<file path="config.mk">
export PLATFORM = sky130hd
export DESIGN_NAME = dma_bus_requester
export DESIGN_NICKNAME = d
export VERILOG_FILES = /design/src/rtl/brq_pkg.sv /design/src/rtl/brq_mode_reg.sv /design/src/rtl/brq_launch.sv /design/src/rtl/brq_gap_timer.sv /design/src/rtl/dma_bus_requester.sv
export SDC_FILE = /design/constraint.sdc
export NUM_CORES = 1
export LEC_CHECK = 0
export ABC_CLOCK_PERIOD_IN_PS = 3100
export BUFFER_PORTS_ARGS = -buffer_cell sky130_fd_sc_hd__buf_2
export CORE_MARGIN = 1.5
export CORE_UTILIZATION = 45
export DETAILED_ROUTE_END_ITERATION = 10
export PLACE_DENSITY = 0.72
export SLEW_MARGIN = 20
export SYNTH_ARGS = -nofsm -noshare
export SYNTH_HDL_FRONTEND = slang
export SYNTH_SLANG_ARGS = --single-unit
export TNS_END_PERCENT = 10
</file>
<file path="constraint.sdc">
create_clock -name clk -period 3.1 [get_ports clk]
set_input_delay 0.62 -clock clk [delete_from_list [all_inputs] [get_ports clk]]
set_output_delay 0.62 -clock clk [all_outputs]
set_load 0.05 [all_outputs]
</file>
<file path="src/rtl/brq_pkg.sv">
package brq_pkg;

    localparam int CODE_W    = 2;
    localparam int MIN_LOG2  = 1;
    localparam int MAX_BURST = 1 << (MIN_LOG2 + (1 << CODE_W) - 1);
    localparam int CNT_W     = $clog2(MAX_BURST + 1);

    typedef logic [CNT_W-1:0] cnt_t;

    typedef struct packed {
        logic [CODE_W-1:0] burst_code;
        logic              src_io_sel;
        logic              dst_io_sel;
        logic              rd_line_en;
        logic              rd_mult_en;
        logic              fetch_burst;
        logic              manual_go;
    } mode_t;

    localparam int MODE_W = $bits(mode_t);

    typedef enum logic [1:0] {
        RQ_IDLE = 2'd0,
        RQ_WAIT = 2'd1,
        RQ_OWN  = 2'd2,
        RQ_GAP  = 2'd3
    } rq_state_t;

    function automatic cnt_t burst_of(input logic [CODE_W-1:0] code);
        return cnt_t'(1) << (MIN_LOG2 + int'(code));
    endfunction

    function automatic cnt_t min_cnt(input cnt_t a, input cnt_t b);
        return (a < b) ? a : b;
    endfunction

endpackage

</file>
<file path="src/rtl/brq_mode_reg.sv">
module brq_mode_reg
    import brq_pkg::*;
(
    input  logic              clk,
    input  logic              rst,
    input  logic              wr,
    input  logic [MODE_W-1:0] wdata,
    output mode_t             mode
);
    always_ff @(posedge clk) begin
        if (rst) begin
            mode <= '0;
        end else if (wr) begin
            mode <= mode_t'(wdata);
        end
    end
endmodule

</file>
<file path="src/rtl/brq_launch.sv">
module brq_launch
    import brq_pkg::*;
#(
    parameter int FIFO_W = 6
) (
    input  logic [CODE_W-1:0] burst_code,
    input  logic              dir,
    input  logic [FIFO_W-1:0] free_cnt,
    input  logic [FIFO_W-1:0] fill_cnt,
    input  logic              clean_sof,
    input  logic              clean_eof,
    input  cnt_t              clean_len,
    output logic              go,
    output cnt_t              go_cnt
);
    cnt_t              burst;
    logic [FIFO_W-1:0] space;
    logic              cleaning;
    logic              room;

    always_comb begin
        burst    = burst_of(burst_code);
        space    = dir ? fill_cnt : free_cnt;
        room     = 32'(space) >= 32'(burst);
        cleaning = (clean_sof || clean_eof) && (clean_len != '0);
        if (cleaning) begin
            go     = 1'b1;
            go_cnt = min_cnt(clean_len, burst);
        end else begin
            go     = room;
            go_cnt = burst;
        end
    end
endmodule

</file>
<file path="src/rtl/brq_gap_timer.sv">
module brq_gap_timer #(
    parameter int GAP_CLKS = 4
) (
    input  logic clk,
    input  logic rst,
    input  logic start,
    output logic expired
);
    localparam int GW = $clog2(GAP_CLKS + 1);

    logic [GW-1:0] left;

    always_ff @(posedge clk) begin
        if (rst) begin
            left <= '0;
        end else if (start) begin
            left <= GW'(GAP_CLKS - 1);
        end else if (left != '0) begin
            left <= left - 1'b1;
        end
    end

    assign expired = (left == '0);
endmodule

</file>
<file path="src/rtl/dma_bus_requester.sv">
module dma_bus_requester
    import brq_pkg::*;
#(
    parameter int FIFO_W   = 6,
    parameter int GAP_CLKS = 4
) (
    input  logic              clk,
    input  logic              rst,
    input  logic              mode_wr,
    input  logic [7:0]        mode_wdata,
    output logic [7:0]        mode_q,
    input  logic              xfer_dir,
    input  logic [FIFO_W-1:0] fifo_free,
    input  logic [FIFO_W-1:0] fifo_fill,
    input  logic              clean_sof,
    input  logic              clean_eof,
    input  logic [4:0]        clean_len,
    input  logic              bus_gnt,
    input  logic              xfer_done,
    output logic              bus_req_n,
    output logic              xfer_en,
    output logic              own_end
);
    mode_t     mode;
    rq_state_t state;
    cnt_t      remain;
    cnt_t      go_cnt;
    logic      go;
    logic      gap_done;
    logic      beat;
    logic      last_beat;

    brq_mode_reg u_mode (
        .clk   (clk),
        .rst   (rst),
        .wr    (mode_wr),
        .wdata (mode_wdata),
        .mode  (mode)
    );

    brq_launch #(.FIFO_W(FIFO_W)) u_launch (
        .burst_code (mode.burst_code),
        .dir        (xfer_dir),
        .free_cnt   (fifo_free),
        .fill_cnt   (fifo_fill),
        .clean_sof  (clean_sof),
        .clean_eof  (clean_eof),
        .clean_len  (cnt_t'(clean_len)),
        .go         (go),
        .go_cnt     (go_cnt)
    );

    brq_gap_timer #(.GAP_CLKS(GAP_CLKS)) u_gap (
        .clk     (clk),
        .rst     (rst),
        .start   (last_beat),
        .expired (gap_done)
    );

    assign mode_q    = mode;
    assign xfer_en   = (state == RQ_OWN) && bus_gnt;
    assign beat      = xfer_en && xfer_done;
    assign last_beat = beat && (remain == cnt_t'(1));
    assign bus_req_n = !((state == RQ_WAIT) || (state == RQ_OWN));

    always_ff @(posedge clk) begin
        if (rst) begin
            state   <= RQ_IDLE;
            remain  <= '0;
            own_end <= 1'b0;
        end else begin
            own_end <= 1'b0;
            case (state)
                RQ_IDLE: begin
                    if (go) begin
                        state  <= RQ_WAIT;
                        remain <= go_cnt;
                    end
                end
                RQ_WAIT: begin
                    if (bus_gnt) begin
                        state <= RQ_OWN;
                    end
                end
                RQ_OWN: begin
                    if (last_beat) begin
                        state   <= RQ_GAP;
                        remain  <= '0;
                        own_end <= 1'b1;
                    end else if (beat) begin
                        remain <= remain - 1'b1;
                    end else if (!bus_gnt) begin
                        state <= RQ_WAIT;
                    end
                end
                RQ_GAP: begin
                    if (gap_done) begin
                        if (go) begin
                            state  <= RQ_WAIT;
                            remain <= go_cnt;
                        end else begin
                            state <= RQ_IDLE;
                        end
                    end
                end
                default: state <= RQ_IDLE;
            endcase
        end
    end
endmodule

</file>
; ---- After elaboration in Yosys (flattened, before gate mapping)
; Cells that the tools add are included.
[word_totals]
regBits = 19
input_bits = 33
out_inout_bits = 11
elab_cells = 66
[op_classes]
addsub = 3
order_cmp = 2
eq_ne = 10
shift = 1
muxes = 20
bitwise_logic = 1
n_reduce_logical = 17
[ops]
columns = op, n
row1 = "left shift 1 x 32 -> 5 bit, first input constant", 1
row2 = 2-to-1 mux 5 bit, 6
row3 = 2-to-1 mux 2 bit, 8
row4 = case mux 5 bit (3 select lines), 1
row5 = "!= test 3 bit, second input constant", 3
row6 = case mux 2 bit (4 select lines), 1
row7 = greater-or-equal comparator 6 x 5 -> 1 bit, 1
row8 = 2-to-1 mux 6 bit, 1
row9 = "!= test 2 bit, second input constant", 3
row10 = nonzero test 3 bit, 2
row11 = "== test 5 x 1 -> 1 bit, second input constant", 1
row12 = less-than comparator 5 bit, 1
row13 = AND reduction 5 bit, 1
row14 = nonzero test 5 bit, 1
row15 = "subtractor 5 x 1 -> 5 bit, second input constant", 1
row16 = "== test 2 bit, second input constant", 2
row17 = logical AND 1 bit, 4
row18 = OR reduction 2 bit, 2
row19 = "adder 1 x 2 -> 3 bit, first input constant", 1
row20 = logical NOT 3 bit, 1
row21 = 2-to-1 mux 1 bit, 3
row22 = AND reduction 3 bit, 1
row23 = "subtractor 3 x 1 -> 3 bit, second input constant", 1
row24 = "== test 2 x 1 -> 1 bit, second input constant", 1
row25 = other kinds (5), 6

; ---- Depth between registers and ports, before layout
[logic_depth]
depth_word = 8
mapped_depth = 9

; ---- By module
; A second synthesis with hierarchy kept.
[hier_totals]
cells_unflattened = 160
hier_area_um2 = 1438.9
[modules_own_cells]
columns = module, n_inst, cells_per_inst, area_each_um2, seq_area_each_um2
row1 = dma_bus_requester, 1, 72, 614.3, 160.2
row2 = brq_launch, 1, 44, 364.1, 0.0
row3 = brq_mode_reg, 1, 26, 285.3, 160.2
row4 = brq_gap_timer, 1, 18, 175.2, 60.1

; ---- Least setup slack after synthesis
; Ideal clock, no wire load.
[synth_timing]
kind = input -> register
from = input xfer_dir
to = register remain[4]
setup_time_ns = 0.117
arrival_ns = 2.682
required_time_ns = 2.983
slack_ns = 0.300
stages = 8
cell_sequence = clkbuf_1 > mux2_2 > ha_1 > a21o_1 > a211oi_1 > o211ai_1 > a22o_1 > a32o_1
[synth_between]
elab_chain_len = 6
[synth_rtl]
columns = item, line_no
row1 = from (decl), dma_bus_requester.sv:12  ; input logic xfer_dir,
row2 = 2-to-1 mux 6 bit (*), brq_launch.sv:23  ; space = dir ? fill_cnt : free_cnt;
row3 = greater-or-equal comparator 6 x 5 -> 1 bit (*), brq_launch.sv:24  ; room = 32'(space) >= 32'(burst);
row4 = 2-to-1 mux 1 bit (*), brq_launch.sv:26  ; if (cleaning) begin
row5 = 2-to-1 mux 5 bit (*), n/a
row6 = 2-to-1 mux 5 bit, n/a
row7 = case mux 5 bit (3 select lines) (*), n/a
row8 = to (signal assigned), dma_bus_requester.sv:77  ; remain <= go_cnt;
row9 = to (signal assigned), dma_bus_requester.sv:91  ; remain <= remain - 1'b1;
row10 = to (signal assigned), dma_bus_requester.sv:100  ; remain <= go_cnt;
row11 = to (decl), dma_bus_requester.sv:26  ; cnt_t remain;
; Mark *: on every way between the ends. The rest lies on a longest branch, timed or not. The select of a mux whose other input is x is not followed.
; A chain may end at the register's enable or synchronous reset.

; ---- Worst setup path after layout
[layout_timing]
from = register state[0]
to = register state[1]
[layout_between]
elab_chain_len = 6
[layout_rtl]
columns = item, line_no
row1 = from (decl), dma_bus_requester.sv:25  ; rq_state_t state;
row2 = from (signal assigned), dma_bus_requester.sv:68  ; state <= RQ_IDLE;
row3 = from (signal assigned), dma_bus_requester.sv:76  ; state <= RQ_WAIT;
row4 = from (signal assigned), dma_bus_requester.sv:82  ; state <= RQ_OWN;
row5 = == test 2 bit, "dma_bus_requester.sv:61, dma_bus_requester.sv:73"
row6 = logical AND 1 bit, dma_bus_requester.sv:61  ; assign xfer_en = (state == RQ_OWN) && bus_gnt;
row7 = logical AND 1 bit, dma_bus_requester.sv:62  ; assign beat = xfer_en && xfer_done;
row8 = logical AND 1 bit, dma_bus_requester.sv:63  ; assign last_beat = beat && (remain == cnt_t'(1));
row9 = != test 3 bit (no line) or 2-to-1 mux 2 bit (tied branches), n/a
row10 = AND reduction 5 bit (no line) or case mux 2 bit (4 select lines) (tied branches), n/a
; Several ways; a longest one is shown, not always the timed one.

==> impl_table.tex <==
\begin{tabular}{lr}
\hline
Metric & Value \\
\hline
\multicolumn{2}{l}{\textbf{Detailed routing}} \\
Number of detailed-routing iterations run before antenna repair & 4 \\
Vias per std cell & 5.524 \\
Remaining routing DRC violations & 0 \\
Via count & 1359 \\
Final routed wirelength across all metal layers & 3425 microns \\
DR WL/cell & 13.92 microns \\
Iter 0 DRT Violations & 39 \\
Antenna Nets Post-Route & 0 \\
\multicolumn{2}{l}{\textbf{Power and ir drop}} \\
Worst ir drop on vdd & 338.0 uV \\
Comb power frac & 55.0\% \\
Part of the total power dissipated in the clock network & 12.4\% \\
Lkg Pwr & 0.7974 nW \\
Internal power of the cells & 598.1 uW \\
Psw & 489.1 uW \\
Power density relative to cell area & 631.0 nW/um\^{}2 \\
Share of power burned in registers & 32.6\% \\
Proportion of total power due to net switching & 44.99\% \\
\multicolumn{2}{l}{\textbf{Placement}} \\
Count of input and output buffers & 43 \\
Final HPWL DP & 2739 microns \\
Global placement routability congestion & 0.9263 \\
\multicolumn{2}{l}{\textbf{Clocking}} \\
Resized cells post-CTS & 0 \\
Clock latency at the later pin of the worst-skew pair & 310 ps \\
Clock Pin Slew Worst Setup and Hold Paths & 120 ps \\
Number of buffers on the longest clock path & 2 \\
Number of H-tree levels & 1 \\
CTS buffer count & 3 \\
Count of hold-fix buffers inserted at cts & 0 \\
Number of clock sinks seen by CTS & 19 \\
Clk root buf & sky130\_fd\_sc\_hd\_\_clkbuf\_4 \\
Post-CTS setup buffer count & 0 \\
TritonCTS clock tree & yes \\
\multicolumn{2}{l}{\textbf{Worst setup path}} \\
WP data required & 3310 ps \\
Type of destination of the critical path & register \\
Type of the setup path with the least slack & reg -> reg \\
Max Fanout on Critical Path & 10 \\
CP delay by family, top & simple AND/OR/NAND/NOR gates \\
Biggest cell delay along the critical path & 590 ps \\
Startpoint type of the worst setup path & register \\
CP bufs+invs & 1 \\
CP cell instances & inv\_1 -> ha\_1 -> nand3\_4 -> or4b\_4 -> a222oi\_1 -> nand3\_1 -> a32o\_1 \\
Master of the slowest instance on the critical path & sky130\_fd\_sc\_hd\_\_or4b\_4 \\
Worst EP arrival & 2960 ps \\
\multicolumn{2}{l}{\textbf{STA}} \\
Setup-violating endpoint count in the final report & 0 \\
Hold Vio Cnt, Final & 0 \\
Portion of the clock cycle consumed by the worst path in the final layout & 88.63\% \\
Setup repair after global routing missed its margin & no \\
Top achievable clock speed & 0.3640 GHz \\
Actual slew at the worst max-slew pin & 517.6 ps \\
Max-slew violation total from the final report & 0 \\
Final setup skew & 1.708 ps \\
Setup TNS Final & 0 ps \\
Worst slew margin & 65.18\% \\
Tmin final & 2748 ps \\
\multicolumn{2}{l}{\textbf{Floorplanning}} \\
Core footprint & 3078 sq um \\
Num ports & 44 \\
Horizontal die dimension & 59.96 microns \\
Floorplan die height & 59.96 microns \\
Cell row count & 20 \\
Die Outline Area & 3595 sq um \\
Starting utilization of the core area & 47.44\% \\
\multicolumn{2}{l}{\textbf{Finish}} \\
Area Growth Syn to Fin & 17.99\% \\
Count of inserted antenna diode cells & 0 \\
Final design utilization & 55.98\% \\
Share of post-route cells with drive strength above 1 & 30.69\% \\
Number of nets in the layout & 255 \\
\multicolumn{2}{l}{\textbf{Logic synthesis}} \\
Gate Count Post-Synth & 161 \\
Number of unique standard cell types used by synthesis & 47 \\
Most used DFF post-synth & sky130\_fd\_sc\_hd\_\_dfxtp\_1 \\
Yosys Warn Count & 0 \\
Mean instance size in the synthesized netlist & 9.069 sq um \\
Net count after synthesis & 213 \\
Post-Synthesis Cell Area & 1460 sq um \\
Number of enable-type register cells in the synthesized netlist & 0 \\
Share of synthesized flip-flops with an asynchronous set or reset & 0\% \\
Synthesis-stage register bit count & 19 \\
Sequential share of the synthesized area & 26.05\% \\
\multicolumn{2}{l}{\textbf{Job}} \\
\# Max-Cap Violations & 0 \\
\multicolumn{2}{l}{\textbf{Run status}} \\
Run status & completed \\
\multicolumn{2}{l}{\textbf{Global routing}} \\
Pin count of the biggest net entering global routing & 21 \\
Global-route total usage across every layer & 20.72\% \\
Antenna violations before repair & 0 \\
Number of global-route vias before repair & 1380 \\
Global-route wire length before repair & 5747 microns \\
Remaining global-route overflow & 0 \\
\multicolumn{2}{l}{\textbf{Hold path}} \\
Hold Path Class & reg -> reg \\
\hline
\end{tabular}
## cell type report
cell class | count | area (sq um)
flip-flops and latches | 19 | 380.4
fillers | 309 | 1355
clock inverters | 1 | 7.507
repair buffers | 43 | 215.2
well taps | 44 | 55.05
clock buffers | 3 | 22.52
multi-input cells | 123 | 993.5
inverters | 13 | 48.80
## worst reg2reg max path: cells and delay by family, from the launching register on
kind / cells / cell delay, ps
AOI/OAI and AO/OA: 2 / 770
adders and majority gates: 1 / 460
and+or+nand+nor: 3 / 890
buffers and inverters: 1 / 160
DFF: 1 / 380
## state kept, by name, indices dropped and copies added (netlist names)
register and cells:
state 2, remain 5, u_gap.left 3, own_end 1, u_mode.mode 8
## synthesized netlist by cell type, types with 3 or more instances
library cell / number / area (sq um)
sky130_fd_sc_hd__mux2i_1: 9 / 90.09
sky130_fd_sc_hd__nand2b_1: 4 / 25.02
sky130_fd_sc_hd__inv_1: 13 / 48.80
sky130_fd_sc_hd__o211ai_1: 4 / 30.03
sky130_fd_sc_hd__a21oi_1: 8 / 40.04
sky130_fd_sc_hd__nand3_1: 4 / 20.02
sky130_fd_sc_hd__nor3_1: 3 / 15.01
sky130_fd_sc_hd__a32o_1: 3 / 30.03
sky130_fd_sc_hd__dfxtp_1: 19 / 380.4
sky130_fd_sc_hd__nor2_1: 16 / 60.06
sky130_fd_sc_hd__ha_1: 19 / 237.7
sky130_fd_sc_hd__mux2_2: 6 / 67.56
sky130_fd_sc_hd__o31ai_1: 3 / 22.52
sky130_fd_sc_hd__clkbuf_1: 4 / 15.01
sky130_fd_sc_hd__a211oi_1: 4 / 30.03
## path summary, 6_finish.rpt
kind | startpoint | endpoint | slack, ps | cells past startpoint
max | state[0]$_SDFFE_PP0P_ | state[1]$_SDFFE_PP0P_ | 350 | 7
min | u_mode.mode[2]$_SDFFE_PP0P_ | u_mode.mode[2]$_SDFFE_PP0P_ | 520 | 2
max reg2reg | state[0]$_SDFFE_PP0P_ | state[1]$_SDFFE_PP0P_ | 350 | 7
min reg2reg | u_mode.mode[2]$_SDFFE_PP0P_ | u_mode.mode[2]$_SDFFE_PP0P_ | 520 | 2
## power groups by stage
stage / Combinational (mW) / Sequential, mW / Clock, mW
after floorplan: 0.442 / 0.368 / 0
after global placement: 0.563 / 0.353 / 0
after detailed placement: 0.594 / 0.358 / 0
after CTS: 0.598 / 0.354 / 0.139
after global routing: 0.667 / 0.363 / 0.149
final: 0.598 / 0.354 / 0.135
## per-layer routing
metal | share of wire (%) | up-vias | global-route usage (%)
li1 | - | 683 | -
met1 | 45 | 632 | 24.08
met2 | 49 | 40 | 37.73
met3 | 5.6 | 4 | 5.195
met4 | 1.1 | 0 | 4.762
met5 | 0 | - | 0
## placed cells by master, fill, tap and decap left out, drive strengths merged, types with 2 or more instances in the layout
cell / count
buf: 43
ha: 19
dfxtp: 19
nor2: 16
inv: 13
mux2i: 9
a21oi: 8
mux2: 6
nand3: 5
a211oi: 5
nand2b: 4
o211ai: 4
nor3: 3
o31ai: 3
a32o: 3
clkbuf: 3
and2: 3
or4b: 3
nand2: 2
a21o: 2
o2111ai: 2
o31a: 2
nor2b: 2
and3: 2
a31oi: 2
## metrics by stage
step / setup slack [ps] / area (sq um) / cells / hold slack (ps) / power, mW
after global placement: 222.9 / 1693 / 242 / 468.7 / 0.9160
after floorplan: 300.4 / 1460 / 161 / 494.5 / 0.8104
after global routing: 187.1 / 1723 / 246 / 532.3 / 1.179
final: 352.4 / 1723 / 246 / 515.3 / 1.087
after CTS: 359.4 / 1723 / 246 / 523.6 / 1.091
after detailed placement: 165.8 / 1693 / 242 / 490.6 / 0.9519
## logic make-up after synthesis
group,share of synthesized area (%)
adder cells (fa/ha/maj),16.28
multiplexers,10.80
flip-flops,26.05
buffers and inverters,5.912
XOR/XNOR,0.5999
AND/OR/NAND/NOR,17.40
other,0.2568
AO/OA/AOI/OAI,22.71
(Power assumes the default switching activity.)
